### config.mk
export PLATFORM = sky130hd
export DESIGN_NAME = companding_sar_adc
export DESIGN_NICKNAME = d
export VERILOG_FILES = /design/src/rtl/sar_adc_pkg.sv /design/src/rtl/sar_seq.sv /design/src/rtl/sar_trial.sv /design/src/rtl/sar_result.sv /design/src/rtl/companding_sar_adc.sv
export SDC_FILE = /design/constraint.sdc
export NUM_CORES = 1
export LEC_CHECK = 0
export ABC_AREA = 1
export BUFFER_PORTS_ARGS = -buffer_cell sky130_fd_sc_hd__buf_2
export CORE_ASPECT_RATIO = 0.75
export CORE_MARGIN = 4
export CORE_UTILIZATION = 54
export CTS_CLUSTER_DIAMETER = 60
export DETAILED_ROUTE_END_ITERATION = 16
export PLACE_DENSITY = 0.9
export SYNTH_ARGS = -nofsm -noshare
export SYNTH_HDL_FRONTEND = slang
export SYNTH_HIERARCHICAL = 1
export SYNTH_SLANG_ARGS = --single-unit
### constraint.sdc
create_clock -name clk -period 1.75 [get_ports clk]
set_clock_uncertainty 0.1 [all_clocks]
set_input_delay 0 -clock clk [delete_from_list [all_inputs] [get_ports clk]]
set_output_delay 0 -clock clk [all_outputs]
set_load 0.01 [all_outputs]
### src/rtl/sar_adc_pkg.sv
package sar_adc_pkg;
  typedef enum logic [2:0] {
    ST_IDLE,
    ST_AZERO,
    ST_SETTLE,
    ST_SAMPLE,
    ST_DONE
  } sar_state_t;

  typedef struct packed {
    logic lin;
    logic mon;
  } conv_mode_t;
endpackage

### src/rtl/sar_seq.sv
module sar_seq
  import sar_adc_pkg::*;
#(
  parameter int NBITS      = 8,
  parameter int SETTLE_CYC = 1,
  localparam int IDX_W     = $clog2(NBITS)
) (
  input  logic             clk,
  input  logic             rst_n,
  input  logic             start,
  output sar_state_t       state,
  output logic [IDX_W-1:0] bit_idx
);
  localparam int CNT_W = (SETTLE_CYC > 1) ? $clog2(SETTLE_CYC) : 1;
  localparam logic [CNT_W-1:0] CNT_LOAD = CNT_W'(SETTLE_CYC - 1);
  localparam logic [IDX_W-1:0] IDX_TOP  = IDX_W'(NBITS - 1);

  logic [CNT_W-1:0] settle_cnt;

  always_ff @(posedge clk or negedge rst_n) begin
    if (!rst_n) begin
      state      <= ST_IDLE;
      bit_idx    <= '0;
      settle_cnt <= '0;
    end else begin
      unique case (state)
        ST_IDLE: begin
          if (start) state <= ST_AZERO;
        end
        ST_AZERO: begin
          state      <= ST_SETTLE;
          bit_idx    <= IDX_TOP;
          settle_cnt <= CNT_LOAD;
        end
        ST_SETTLE: begin
          if (settle_cnt == '0) state <= ST_SAMPLE;
          else settle_cnt <= settle_cnt - 1'b1;
        end
        ST_SAMPLE: begin
          if (bit_idx == '0) begin
            state <= ST_DONE;
          end else begin
            bit_idx    <= bit_idx - 1'b1;
            settle_cnt <= CNT_LOAD;
            state      <= ST_SETTLE;
          end
        end
        ST_DONE: state <= ST_IDLE;
        default: state <= ST_IDLE;
      endcase
    end
  end
endmodule

### src/rtl/sar_trial.sv
module sar_trial #(
  parameter int MAG_W = 7,
  parameter int IDX_W = 3
) (
  input  logic             clk,
  input  logic             rst_n,
  input  logic             clear,
  input  logic             sample_now,
  input  logic             sign_phase,
  input  logic [IDX_W-1:0] bit_idx,
  input  logic             cmp,
  output logic             neg,
  output logic [MAG_W-1:0] mag
);
  logic [MAG_W-1:0] mag_nxt;

  // Resolve the bit under test and raise the next lower one as the new trial.
  always_comb begin
    mag_nxt = mag;
    if (sign_phase) begin
      mag_nxt[MAG_W-1] = 1'b1;
    end else begin
      for (int k = 0; k < MAG_W; k++) begin
        if (IDX_W'(k) == bit_idx)     mag_nxt[k] = cmp;
        if (IDX_W'(k + 1) == bit_idx) mag_nxt[k] = 1'b1;
      end
    end
  end

  always_ff @(posedge clk or negedge rst_n) begin
    if (!rst_n) begin
      neg <= 1'b0;
      mag <= '0;
    end else if (clear) begin
      neg <= 1'b0;
      mag <= '0;
    end else if (sample_now) begin
      if (sign_phase) neg <= ~cmp;
      mag <= mag_nxt;
    end
  end
endmodule

### src/rtl/sar_result.sv
module sar_result #(
  parameter int MAG_W     = 7,
  parameter bit MU_INVERT = 1'b1,
  localparam int W        = MAG_W + 1
) (
  input  logic             clk,
  input  logic             rst_n,
  input  logic             finish,
  input  logic             lin,
  input  logic             mon,
  input  logic             neg,
  input  logic [MAG_W-1:0] mag,
  input  logic             pcm_ready,
  output logic [W-1:0]     pcm_data,
  output logic             pcm_valid,
  output logic             conv_done,
  output logic [W-1:0]     mon_value,
  output logic             slot_free
);
  logic [W-1:0] raw_word;
  logic [W-1:0] comp_word;
  logic [W-1:0] out_word;

  assign raw_word = {neg, mag};

  generate
    if (MU_INVERT) begin : g_inv
      assign comp_word = ~raw_word;
    end else begin : g_plain
      assign comp_word = raw_word;
    end
  endgenerate

  assign out_word  = lin ? raw_word : comp_word;
  assign slot_free = !pcm_valid || pcm_ready;

  always_ff @(posedge clk or negedge rst_n) begin
    if (!rst_n) begin
      pcm_data  <= '0;
      pcm_valid <= 1'b0;
      conv_done <= 1'b0;
      mon_value <= '0;
    end else begin
      conv_done <= finish;
      if (finish && !mon) begin
        pcm_data  <= out_word;
        pcm_valid <= 1'b1;
      end else if (pcm_valid && pcm_ready) begin
        pcm_valid <= 1'b0;
      end
      if (finish && mon) mon_value <= raw_word;
    end
  end
endmodule

### src/rtl/companding_sar_adc.sv
module companding_sar_adc
  import sar_adc_pkg::*;
#(
  parameter int          CHORD_W    = 3,
  parameter int          STEP_W     = 4,
  parameter int          SETTLE_CYC = 1,
  parameter logic [1:0]  MON_CODE   = 2'b10
) (
  input  logic               clk,
  input  logic               rst_n,
  input  logic               frame_strb,
  input  logic               lin_mode,
  input  logic [1:0]         io_mode,
  input  logic               cmp_in,
  output logic               az_en,
  output logic               aux_sel,
  output logic               trial_sign,
  output logic               dac_neg,
  output logic               dac_linear,
  output logic [CHORD_W-1:0] dac_chord,
  output logic [STEP_W-1:0]  dac_step,
  output logic               conv_done,
  output logic [CHORD_W+STEP_W:0] pcm_data,
  output logic               pcm_valid,
  input  logic               pcm_ready,
  output logic [CHORD_W+STEP_W:0] mon_value
);
  localparam int MAG_W = CHORD_W + STEP_W;
  localparam int NBITS = MAG_W + 1;
  localparam int IDX_W = $clog2(NBITS);
  localparam logic [IDX_W-1:0] IDX_TOP = IDX_W'(NBITS - 1);

  sar_state_t       state;
  logic [IDX_W-1:0] bit_idx;
  logic             start;
  logic             busy;
  logic             trial_act;
  logic             sign_phase;
  logic             slot_free;
  logic             neg;
  logic [MAG_W-1:0] mag;
  conv_mode_t       mode_q;

  assign busy       = (state != ST_IDLE);
  assign trial_act  = (state == ST_SETTLE) || (state == ST_SAMPLE);
  assign sign_phase = trial_act && (bit_idx == IDX_TOP);
  assign start      = frame_strb && !busy && slot_free;

  // Mode is captured once per conversion.
  always_ff @(posedge clk or negedge rst_n) begin
    if (!rst_n) begin
      mode_q <= '0;
    end else if (start) begin
      mode_q.mon <= (io_mode == MON_CODE);
      mode_q.lin <= lin_mode;
    end
  end

  sar_seq #(
    .NBITS      (NBITS),
    .SETTLE_CYC (SETTLE_CYC)
  ) u_seq (
    .clk     (clk),
    .rst_n   (rst_n),
    .start   (start),
    .state   (state),
    .bit_idx (bit_idx)
  );

  sar_trial #(
    .MAG_W (MAG_W),
    .IDX_W (IDX_W)
  ) u_trial (
    .clk        (clk),
    .rst_n      (rst_n),
    .clear      (state == ST_AZERO),
    .sample_now (state == ST_SAMPLE),
    .sign_phase (sign_phase),
    .bit_idx    (bit_idx),
    .cmp        (cmp_in),
    .neg        (neg),
    .mag        (mag)
  );

  sar_result #(
    .MAG_W     (MAG_W),
    .MU_INVERT (1'b1)
  ) u_result (
    .clk       (clk),
    .rst_n     (rst_n),
    .finish    (state == ST_DONE),
    .lin       (mode_q.lin || mode_q.mon),
    .mon       (mode_q.mon),
    .neg       (neg),
    .mag       (mag),
    .pcm_ready (pcm_ready),
    .pcm_data  (pcm_data),
    .pcm_valid (pcm_valid),
    .conv_done (conv_done),
    .mon_value (mon_value),
    .slot_free (slot_free)
  );

  assign az_en      = (state == ST_AZERO);
  assign aux_sel    = busy && mode_q.mon;
  assign trial_sign = sign_phase;
  assign dac_neg    = neg && trial_act && !sign_phase;
  assign dac_linear = trial_act && !sign_phase && (mode_q.lin || mode_q.mon);
  assign dac_chord  = trial_act ? mag[MAG_W-1 -: CHORD_W] : '0;
  assign dac_step   = trial_act ? mag[STEP_W-1:0] : '0;
endmodule

==> summary.md, run 1 <==
| Metric | Value |
|---|---|
| Bufs on Longest Clock Path | 2 |
| Layout cells sized above 1 | 24.5% |
| Top Ports | 38 |
| Largest net degree at the start of global routing | 35 |
| Initial core utilization | 59.1% |
| CTS Root Cell | clkbuf_8 |
| Hold Violations, Final | 0 |
| Register bit count reported by yosys | 34 |
| Ys flop type | dfrtp_1 |
| Mean area per synthesized cell | 7.24 um2 |
| Initial antenna violation count | 0 |
| Total grt overflow | 0 |
| Die Width | 74.8 um |
| Vias in the first global route | 1627 |
| Initial DRC count | 126 |
| Seq/Total Area, Yosys | 47.0% |
| Antenna Violating Nets Remaining | 0 |
| Die area | 0.00435 mm2 |
| Port bufs | 37 |
| Setup violators final | 0 |
| Post-layout nets | 315 |
| Row count | 17 |
| Final period util | 91.6% |
| Final min period | 1.60 ns |
| Diode count | 0 |
| Hold WC Path Type | input port to asynchronous set/reset pin |
| Final slew viol count | 0 |
| Worst EP required | 1.83 ns |
| First-pass GRT wire length | 7180 um |
| Post-DP HPWL | 2910 um |
| Pre-Repair DR Iteration Count | 6 |
| Via count | 1753 |
| Synth Cell Area | 0.00181 mm2 |
| Worst vdd ir | 1.01 mV |
| RePlAce Congestion | 0.908 |
| Fraction of registers with async set/reset | 100% |
| Fmax | 0.624 GHz |
| Worst Path Arrival | 1.69 ns |
| Clock sink count | 34 |
| DRC | 0 |
| Crit start category | flip-flop |
| RSZ-0062 raised after global routing | false |
| Leak | 0.00134 uW |
| Status | completed |
| Slew headroom | 50.2% |
| Slew @ Worst Pin | 0.747 ns |
| Distinct cells, synth | 23 |
| CTS tree | done |
| Gate count of the mapped netlist | 250 |
| EDFF count, synth | 0 |
| Crit end category | flip-flop |
| Area grow syn2layout | 27.2% |
| Final Routed Wirelength | 4210 um |
| Mapped Nets | 260 |
| Layout filler cell count | 248 |
| WS Path Type | flip-flop to flip-flop |
| # Max-Cap Violations | 0 |
| # H-tree levels | 2 |
| Avg Vias per Cell | 5.10 |
| Routed WL per cell | 12.2 um |
| Clk_lat worst skew | 0.29 ns |
| Crit path max fanout | 6 |
| CTS Buf Count | 5 |
| Gr usage total | 21.2% |
| Final core utilization | 75.1% |
| Total Negative Setup Slacks | 0 ns |
| Core Box Area | 0.00306 mm2 |
| Clk slew on worst S/H paths | 0.07 ns |
| PD cells | 1860 mW/mm2 |
| Yosys warns | 6 |
| Chip Height | 58.1 um |
-- metrics by stage --
step                      area, um2  cells  hold slack [ns]  power (uW)  worst slack (ns)
after floorplan                1810    250           -0.396        2700             0.168
after global placement         2060    327          0.00233        3230             0.203
after detailed placement       2060    327          0.00941        3310             0.153
after CTS                      2280    343            0.240        4250             0.119
after global routing           2300    344            0.292        4660           0.00666
final                          2300    344            0.212        4270             0.146
-- sequential cells by signal, summed over array words and instances, names as in the netlist --
register and flops:
mode_q 2, u_result/conv_done 1, u_result/mon_value 8, u_result/pcm_data 8, u_result/pcm_valid 1, u_seq/bit_idx 3
u_seq/state 3, u_trial/mag 7, u_trial/neg 1
-- cell usage after synthesis, types with 2 or more instances --
cell / instances / area (um2)
nand2_1: 90 / 338
nor3_1: 4 / 20.0
inv_1: 33 / 124
nor2_1: 18 / 67.6
nand3_2: 2 / 20.0
inv_2: 9 / 33.8
nand4_1: 3 / 18.8
nor2_2: 4 / 25.0
o21ai_1: 13 / 65.1
a21oi_1: 4 / 20.0
nand2_2: 2 / 12.5
dfrtp_1: 34 / 851
nand3_1: 23 / 115
ha_1: 2 / 25.0
-- power by group --
group	internal, uW	switching (uW)	total (uW)
registers	1080	322	1410
clock network	608	292	899
logic	741	1230	1970
total	2430	1840	4270
-- worst max-delay path, cell delays in order (launching register included) --
cell and delay (ns):
dfrtp_1 0.48, inv_2 0.09, buf_4 0.16, nand4_1 0.08, dlygate4sd3_1 0.55, nand2_1 0.05
-- worst paths after layout --
path                                                  startpoint                                to  slack (ns)  cells after the start
worst max-delay path                  u_seq/state[2]$_DFFE_PN0P_             mode_q[1]$_DFFE_PN0P_        0.15                      5
worst min-delay path                                       rst_n  u_result/pcm_data[7]$_DFFE_PN0P_        0.21                      2
worst max register to register        u_seq/state[2]$_DFFE_PN0P_             mode_q[1]$_DFFE_PN0P_        0.15                      5
worst min register to register  u_result/pcm_data[2]$_DFFE_PN0P_  u_result/pcm_data[2]$_DFFE_PN0P_        0.38                      2
max in group asynchronous                                  rst_n      u_seq/bit_idx[0]$_DFFE_PN0P_        0.82                      2
min in group clk                u_result/pcm_data[2]$_DFFE_PN0P_  u_result/pcm_data[2]$_DFFE_PN0P_        0.38                      2
-- final cells by class --
cell class	instances	area [um2]	area share, %
clock buffers	6	82.6	3.59
clock inverters	2	60.1	2.61
inverters	42	158	6.85
multi-input cells	171	790	34.3
flip-flops and latches	34	853	37.1
well taps	38	47.5	2.07
repair buffers	51	310	13.5
-- cell families (layout without fill, tap and decap cells) --
family | after synthesis | in the layout | share of synthesized area [%]
AOI/OAI and AO/OA | 21 | 21 | 6.43
adders and majority gates | 2 | 2 | 1.38
buffers and inverters | 45 | 101 | 10.0
DFF | 34 | 34 | 47.0
and+or+nand+nor | 148 | 148 | 35.1
-- layout by cell type, fill, tap and decap left out --
| cell | n |
|---|---|
| and3_2 | 1 |
| dfrtp_1 | 32 |
| o21bai_1 | 1 |
| nor3_1 | 3 |
| nand3_2 | 2 |
| nand2_1 | 90 |
| inv_2 | 9 |
| dfrtp_2 | 2 |
| a21oi_2 | 1 |
| nor2_4 | 1 |
| nor2_2 | 4 |
| nor2_1 | 17 |
| bufinv_16 | 2 |
| buf_2 | 37 |
| o21ai_1 | 13 |
| nand4_1 | 3 |
| nand3_1 | 23 |
| buf_4 | 6 |
| o21a_1 | 1 |
| ha_1 | 2 |
| nand2_4 | 1 |
| clkbuf_8 | 6 |
| dlygate4sd3_1 | 8 |
| nand2_2 | 2 |
| nor3_2 | 1 |
| o31ai_1 | 1 |
| a21oi_1 | 4 |
| inv_1 | 33 |
-- routing by layer --
metal	share of wire [%]	GRT usage, %
met1	46	28.9
met2	45	32.5
met5	0	0
met4	1.5	8.38
met3	7.0	5.03
-- repair_timing --
item / CTS / global route
resized for setup: 0 / 4
endpoints found under the hold margin: 40 / 0
setup buffers: 0 / 1
hold buffers: 8 / 0
setup endpoints to repair: 0 / 8
Power figures use the tool's default switching activity.
==> run 2, diff against run 1 <==
Settings changed: ABC_AREA 1 to 0, CAP_MARGIN from default to 20, CORE_UTILIZATION 54 to 53, PLACE_DENSITY 0.9 to 0.89.
==> run 2 against run 1 <==
Non-clock buffer count increased by 5; routed wire length decreased by 3.8%; critical path depth increased by 1; critical path type unchanged; final cell count decreased by 29%; die area decreased by 1.2%; sequential share of layout area increased by 0.78 points; cell area decreased by 2.1%; clock-buffer cell count decreased by 1; worst hold slack got worse by 0.17 ns.
==> summary.md, run 2 <==
| Metric | Value |
|---|---|
| Ys flop type | dfrtp_1 |
| Clock sink count | 34 |
| Seq/Total Area, Yosys | 48.6% |
| Bufs on Longest Clock Path | 2 |
| Yosys top cell by area | dfrtp_1 |
| Worst hold path cell count | 4 |
| Gr usage total | 20.4% |
| Worst slack, placed | -0.00918 ns |
| Final min period | 1.71 ns |
| R2R depth | 6 |
| Post-DP HPWL | 2920 um |
| Largest net degree at the start of global routing | 35 |
| Clk_lat worst skew | 0.28 ns |
| Total grt overflow | 0 |
| Worst Path Arrival | 1.77 ns |
| Vias in the first global route | 1419 |
| Die area | 0.00430 mm2 |
| Hold WC Path Type | input port to flip-flop |
| Antenna Violating Nets Remaining | 0 |
| Min setup slack post-route | 0.0364 ns |
| Synth Area in Compound Gates | 7.50% |
| Crit path max fanout | 6 |
| Adder-Cell Fraction of Synth Area | 1.43% |
| Status | completed |
| DRC | 0 |
| Mean area per synthesized cell | 11.8 um2 |
| Core Box Area | 0.00306 mm2 |
| RePlAce Congestion | 0.908 |
| # Max-Cap Violations | 0 |
| Synth Cell Area | 0.00175 mm2 |
| Slew headroom | 50.1% |
| Initial core utilization | 57.2% |
| CTS tree | done |
| Die Width | 74.4 um |
| # H-tree levels | 2 |
| Top flop regs | u_result/mon_value x8, u_result/pcm_data x8, u_trial/mag x7 |
| Post-synthesis simple-gate area fraction | 21.9% |
| Crit end category | flip-flop |
| Avg Vias per Cell | 5.66 |
| Diode count | 0 |
| Leak | 0.00112 uW |
| Initial DRC count | 49 |
| EDFF count, synth | 0 |
| Area grow syn2layout | 28.6% |
| Final core utilization | 73.6% |
| Row count | 17 |
| Via count | 1380 |
| Synth cell count leaders | dfrtp_1 (34), a21oi_1 (10), mux2_4 (10) |
| Cells after DPL | 228 |
| Setup violators final | 0 |
| Hold Violations, Final | 0 |
| CTS Buf Count | 5 |
| Post-route cell area | 0.00225 mm2 |
| Largest family of logic cells by synthesized area | simple AND/OR/NAND/NOR gates |
| Clk slew on worst S/H paths | 0.06 ns |
| Post-synthesis mux area share | 13.7% |
| WS Path Type | flip-flop to flip-flop |
| First-pass GRT wire length | 6540 um |
| Most frequent cells in the layout | buf_2 (37), dfrtp_1 (32), buf_4 (11) |
| Chip Height | 57.8 um |
| Initial antenna violation count | 0 |
| Area post-placement | 0.00205 mm2 |
| Yosys warns | 6 |
| Register bit count reported by yosys | 34 |
| Commonest non-fill, non-tap cell in the layout | buf_2 |
| PD cells | 1650 mW/mm2 |
| Final slew viol count | 0 |
| Mapped Nets | 158 |
| Fmax | 0.584 GHz |
| Gate count of the mapped netlist | 148 |
| CTS Root Cell | clkbuf_8 |
| Most frequent cell after synthesis | dfrtp_1 |
| Final Routed Wirelength | 4050 um |
| Largest cells by area after synthesis | dfrtp_1 (49%), mux2_4 (8.6%), mux2_2 (5.1%) |
| Top Ports | 38 |
| Final period util | 97.9% |
| Layout Cells excl Fill | 244 |
| Pre-Repair DR Iteration Count | 4 |
| Port bufs | 37 |
| Hold Slack | 0.0431 ns |
| Fraction of registers with async set/reset | 100% |
| Slew @ Worst Pin | 0.748 ns |
| RSZ-0062 raised after global routing | true |
| Layout cells sized above 1 | 47.6% |
| Distinct cells, synth | 45 |
| Crit start category | flip-flop |
| Worst vdd ir | 0.875 mV |
| Worst EP required | 1.81 ns |
| Top cell type's share of synthesized area | 48.6% |
| Routed WL per cell | 16.6 um |
| Synth Area in XOR/XNOR | 4.00% |
| Post-layout nets | 216 |
==> run 2: layer usage <==
| layer | up-vias | wire length (um) | share of wire [%] | track usage (%) |
|---|---|---|---|---|
| met5 | - | 0 | 0 | 0 |
| met4 | 0 | 104 | 2.6 | 9.39 |
| met3 | 11 | 276 | 6.8 | 7.45 |
| met2 | 62 | 2060 | 51 | 35.0 |
| met1 | 670 | 1610 | 40 | 22.4 |
| li1 | 637 | - | - | - |
==> run 2: cells by family (layout without fill, tap and decap cells) <==
logic type      count (synthesis)  after routing
simple gates                   55             55
flops                          34             34
compound gates                 21             21
mux                            18             18
buf+inv                        10             68
xor+xnor                        8              8
fa+ha+maj                       2              2
==> run 2: worst max-delay path: stages, from the launching register on <==
cell	delay (ns)
dfrtp_2	0.41
and2b_4	0.25
and2_4	0.16
nand3b_1	0.16
buf_4	0.18
nor4_1	0.23
nor3_1	0.09
==> run 2: layout make-up <==
class | instances | area (um2)
clock buffers | 5 | 68.8
clock inverters | 2 | 10.0
fillers | 208 | 810
inverters | 5 | 18.8
multi-input cells | 104 | 896
flip-flops and latches | 34 | 853
well taps | 38 | 47.5
repair buffers | 56 | 359
==> run 2: path summary, 6_finish.rpt <==
| kind | slack, ns | to | from |
|---|---|---|---|
| setup / recovery | 0.04 | u_trial/mag[6]$_DFFE_PN0P_ | u_seq/state[2]$_DFFE_PN0P_ |
| hold reg to reg | 0.40 | u_result/mon_value[4]$_DFFE_PN0P_ | u_result/mon_value[4]$_DFFE_PN0P_ |
| hold / removal | 0.04 | u_seq/state[0]$_DFFE_PN0P_ | frame_strb |
| max in group asynchronous | 0.79 | u_seq/bit_idx[2]$_DFFE_PN0P_ | rst_n |
| setup reg to reg | 0.04 | u_trial/mag[6]$_DFFE_PN0P_ | u_seq/state[2]$_DFFE_PN0P_ |
| min in group asynchronous | 0.24 | mode_q[1]$_DFFE_PN0P_ | rst_n |
==> run 2: repair_timing <==
action | in CTS | in global routing
buffers inserted | 1 | 2
endpoints found under the setup margin | 3 | 21
pin swaps | 1 | 6
hold buffers | 6 | 0
resized for setup | 2 | 4
gates cloned | 0 | 0
hold endpoints to repair | 38 | 0
==> run 2: power breakdown <==
group	internal (uW)	switching (uW)	total, uW
combinational	982	972	1950
sequential	1010	227	1240
clock	266	268	534
total	2260	1470	3720
==> run 2: metrics by stage <==
step           power [uW]  TNS [ns]
2_1_floorplan        2460         0
3_3_place_gp         2960         0
3_5_place_dp         3060  -0.00918
4_1_cts              3670         0
5_1_grt              3970   -0.0326
6_report             3720         0
==> run 3, diff against run 2 <==
Settings changed: MAX_ROUTING_LAYER from default to met4.
==> run 3 against run 2 <==
Sequential share of layout area unchanged; first-iteration DRC count increased by 35%; critical path depth unchanged; sequential cell count is the same; die area is the same.
==> summary.md, run 3 (synthesis results as in run 2) <==
| Metric | Value |
|---|---|
| Status | completed |
| Metal3 WL | 255 um |
| Wire length on met2 | 2070 um |
| Worst slack, placed | -0.00918 ns |
| Setup violators final | 0 |
| Commonest non-fill, non-tap cell in the layout | buf_2 |
| Hold Violations, Final | 0 |
| Crit path max fanout | 6 |
| Vias in the first global route | 1417 |
| Post-DP HPWL | 2920 um |
| Layout cells sized above 1 | 47.6% |
| Leak | 0.00112 uW |
| Avg Vias per Cell | 5.55 |
| Fmax | 0.584 GHz |
| Total grt overflow | 0 |
| # Max-Cap Violations | 0 |
| First-pass GRT wire length | 6540 um |
| RSZ-0062 raised after global routing | true |
| # H-tree levels | 2 |
| DRC | 0 |
| RePlAce Congestion | 0.923 |
| Die area | 0.00430 mm2 |
| CTS tree | done |
| Diode count | 0 |
| Core Box Area | 0.00306 mm2 |
| Slew headroom | 50.4% |
| Slew @ Worst Pin | 0.744 ns |
| Initial core utilization | 57.2% |
| Post-layout nets | 216 |
| Gr usage total | 20.9% |
| Top Ports | 38 |
| Pre-Repair DR Iteration Count | 4 |
| Die Width | 74.4 um |
| Crit start category | flip-flop |
| Worst Path Arrival | 1.77 ns |
| Layout filler cell count | 208 |
| Initial DRC count | 66 |
| R2R Setup Slk | 0.04 ns |
| Final Routed Wirelength | 4060 um |
| Via count | 1355 |
| Min setup slack post-route | 0.0371 ns |
| Row count | 17 |
| Crit end category | flip-flop |
| WS Path Type | flip-flop to flip-flop |
| Clk slew on worst S/H paths | 0.06 ns |
| Hold WC Path Type | input port to flip-flop |
| Worst EP required | 1.81 ns |
| CTS Root Cell | clkbuf_8 |
| Final slew viol count | 0 |
| Final min period | 1.71 ns |
| CTS Buf Count | 5 |
| Final period util | 97.9% |
| Clk_lat worst skew | 0.28 ns |
| Initial antenna violation count | 0 |
| Area grow syn2layout | 28.6% |
| PD cells | 1650 mW/mm2 |
| Met1 Routed Length | 1630 um |
| Largest net degree at the start of global routing | 35 |
| Area post-placement | 0.00205 mm2 |
| Post-route cell area | 0.00225 mm2 |
| Clock sink count | 34 |
| Port bufs | 37 |
| Most frequent cells in the layout | buf_2 (37), dfrtp_1 (32), buf_4 (11) |
| Bufs on Longest Clock Path | 2 |
| Routed WL per cell | 16.6 um |
| Chip Height | 57.8 um |
| Top flop regs | u_result/mon_value x8, u_result/pcm_data x8, u_trial/mag x7 |
| Top sig layer | met4 |
| Worst vdd ir | 0.873 mV |
| Antenna Violating Nets Remaining | 0 |
| Total Negative Setup Slacks | 0 ns |
-- run 3: where the power goes --
part           total, uW  switching [uW]  internal, uW
clock network        535             269           266
registers           1240             226          1010
logic               1960             975           982
-- run 3: worst max-delay path, cell delays in order (launching register included) --
cell and delay [ns]:
dfrtp_2 0.41, and2b_4 0.25, and2_4 0.17, nand3b_1 0.15, buf_4 0.17, nor4_1 0.25
nor3_1 0.09
-- run 3: what timing repair did --
item / in CTS / in global routing
gates resized for setup: 2 / 4
hold buffers: 6 / 0
buffers inserted: 1 / 2
hold endpoints to repair: 38 / 0
endpoints found under the setup margin: 3 / 21
pin swaps: 1 / 6
-- run 3: through the flow --
stage | instances | hold slack [ns] | util [%] | power, uW
after floorplan | 148 | -0.396 | - | 2460
after global placement | 228 | -0.0147 | 66.8 | 2960
after detailed placement | 228 | 0.00545 | 66.8 | 3060
after CTS | 242 | 0.0342 | 71.9 | 3670
after global routing | 244 | 0.0590 | 73.6 | 3960
final | 244 | 0.0461 | 73.6 | 3730
-- run 3: final timing paths --
check	start	end	cells past startpoint
max	u_seq/state[2]$_DFFE_PN0P_	u_trial/mag[6]$_DFFE_PN0P_	6
max reg2reg	u_seq/state[2]$_DFFE_PN0P_	u_trial/mag[6]$_DFFE_PN0P_	6
min in group asynchronous	rst_n	mode_q[1]$_DFFE_PN0P_	2
min	frame_strb	u_seq/state[0]$_DFFE_PN0P_	4
min reg2reg	u_result/mon_value[4]$_DFFE_PN0P_	u_result/mon_value[4]$_DFFE_PN0P_	1
max in group asynchronous	rst_n	u_seq/bit_idx[2]$_DFFE_PN0P_	2
-- run 3: cell type report --
cell class | instances | area [um2] | area share, %
Clock buffer | 5 | 68.8 | 3.05
Tap cell | 38 | 47.5 | 2.11
Timing Repair Buffer | 56 | 359 | 15.9
Clock inverter | 2 | 10.0 | 0.444
Sequential cell | 34 | 853 | 37.9
Inverter | 5 | 18.8 | 0.833
Multi-Input combinational cell | 104 | 896 | 39.8
-- run 3: layer usage --
layer	global-route usage, %	up-vias
met5	-	-
met4	10.2	0
met3	6.41	11
met2	34.9	54
met1	22.5	656
li1	-	634
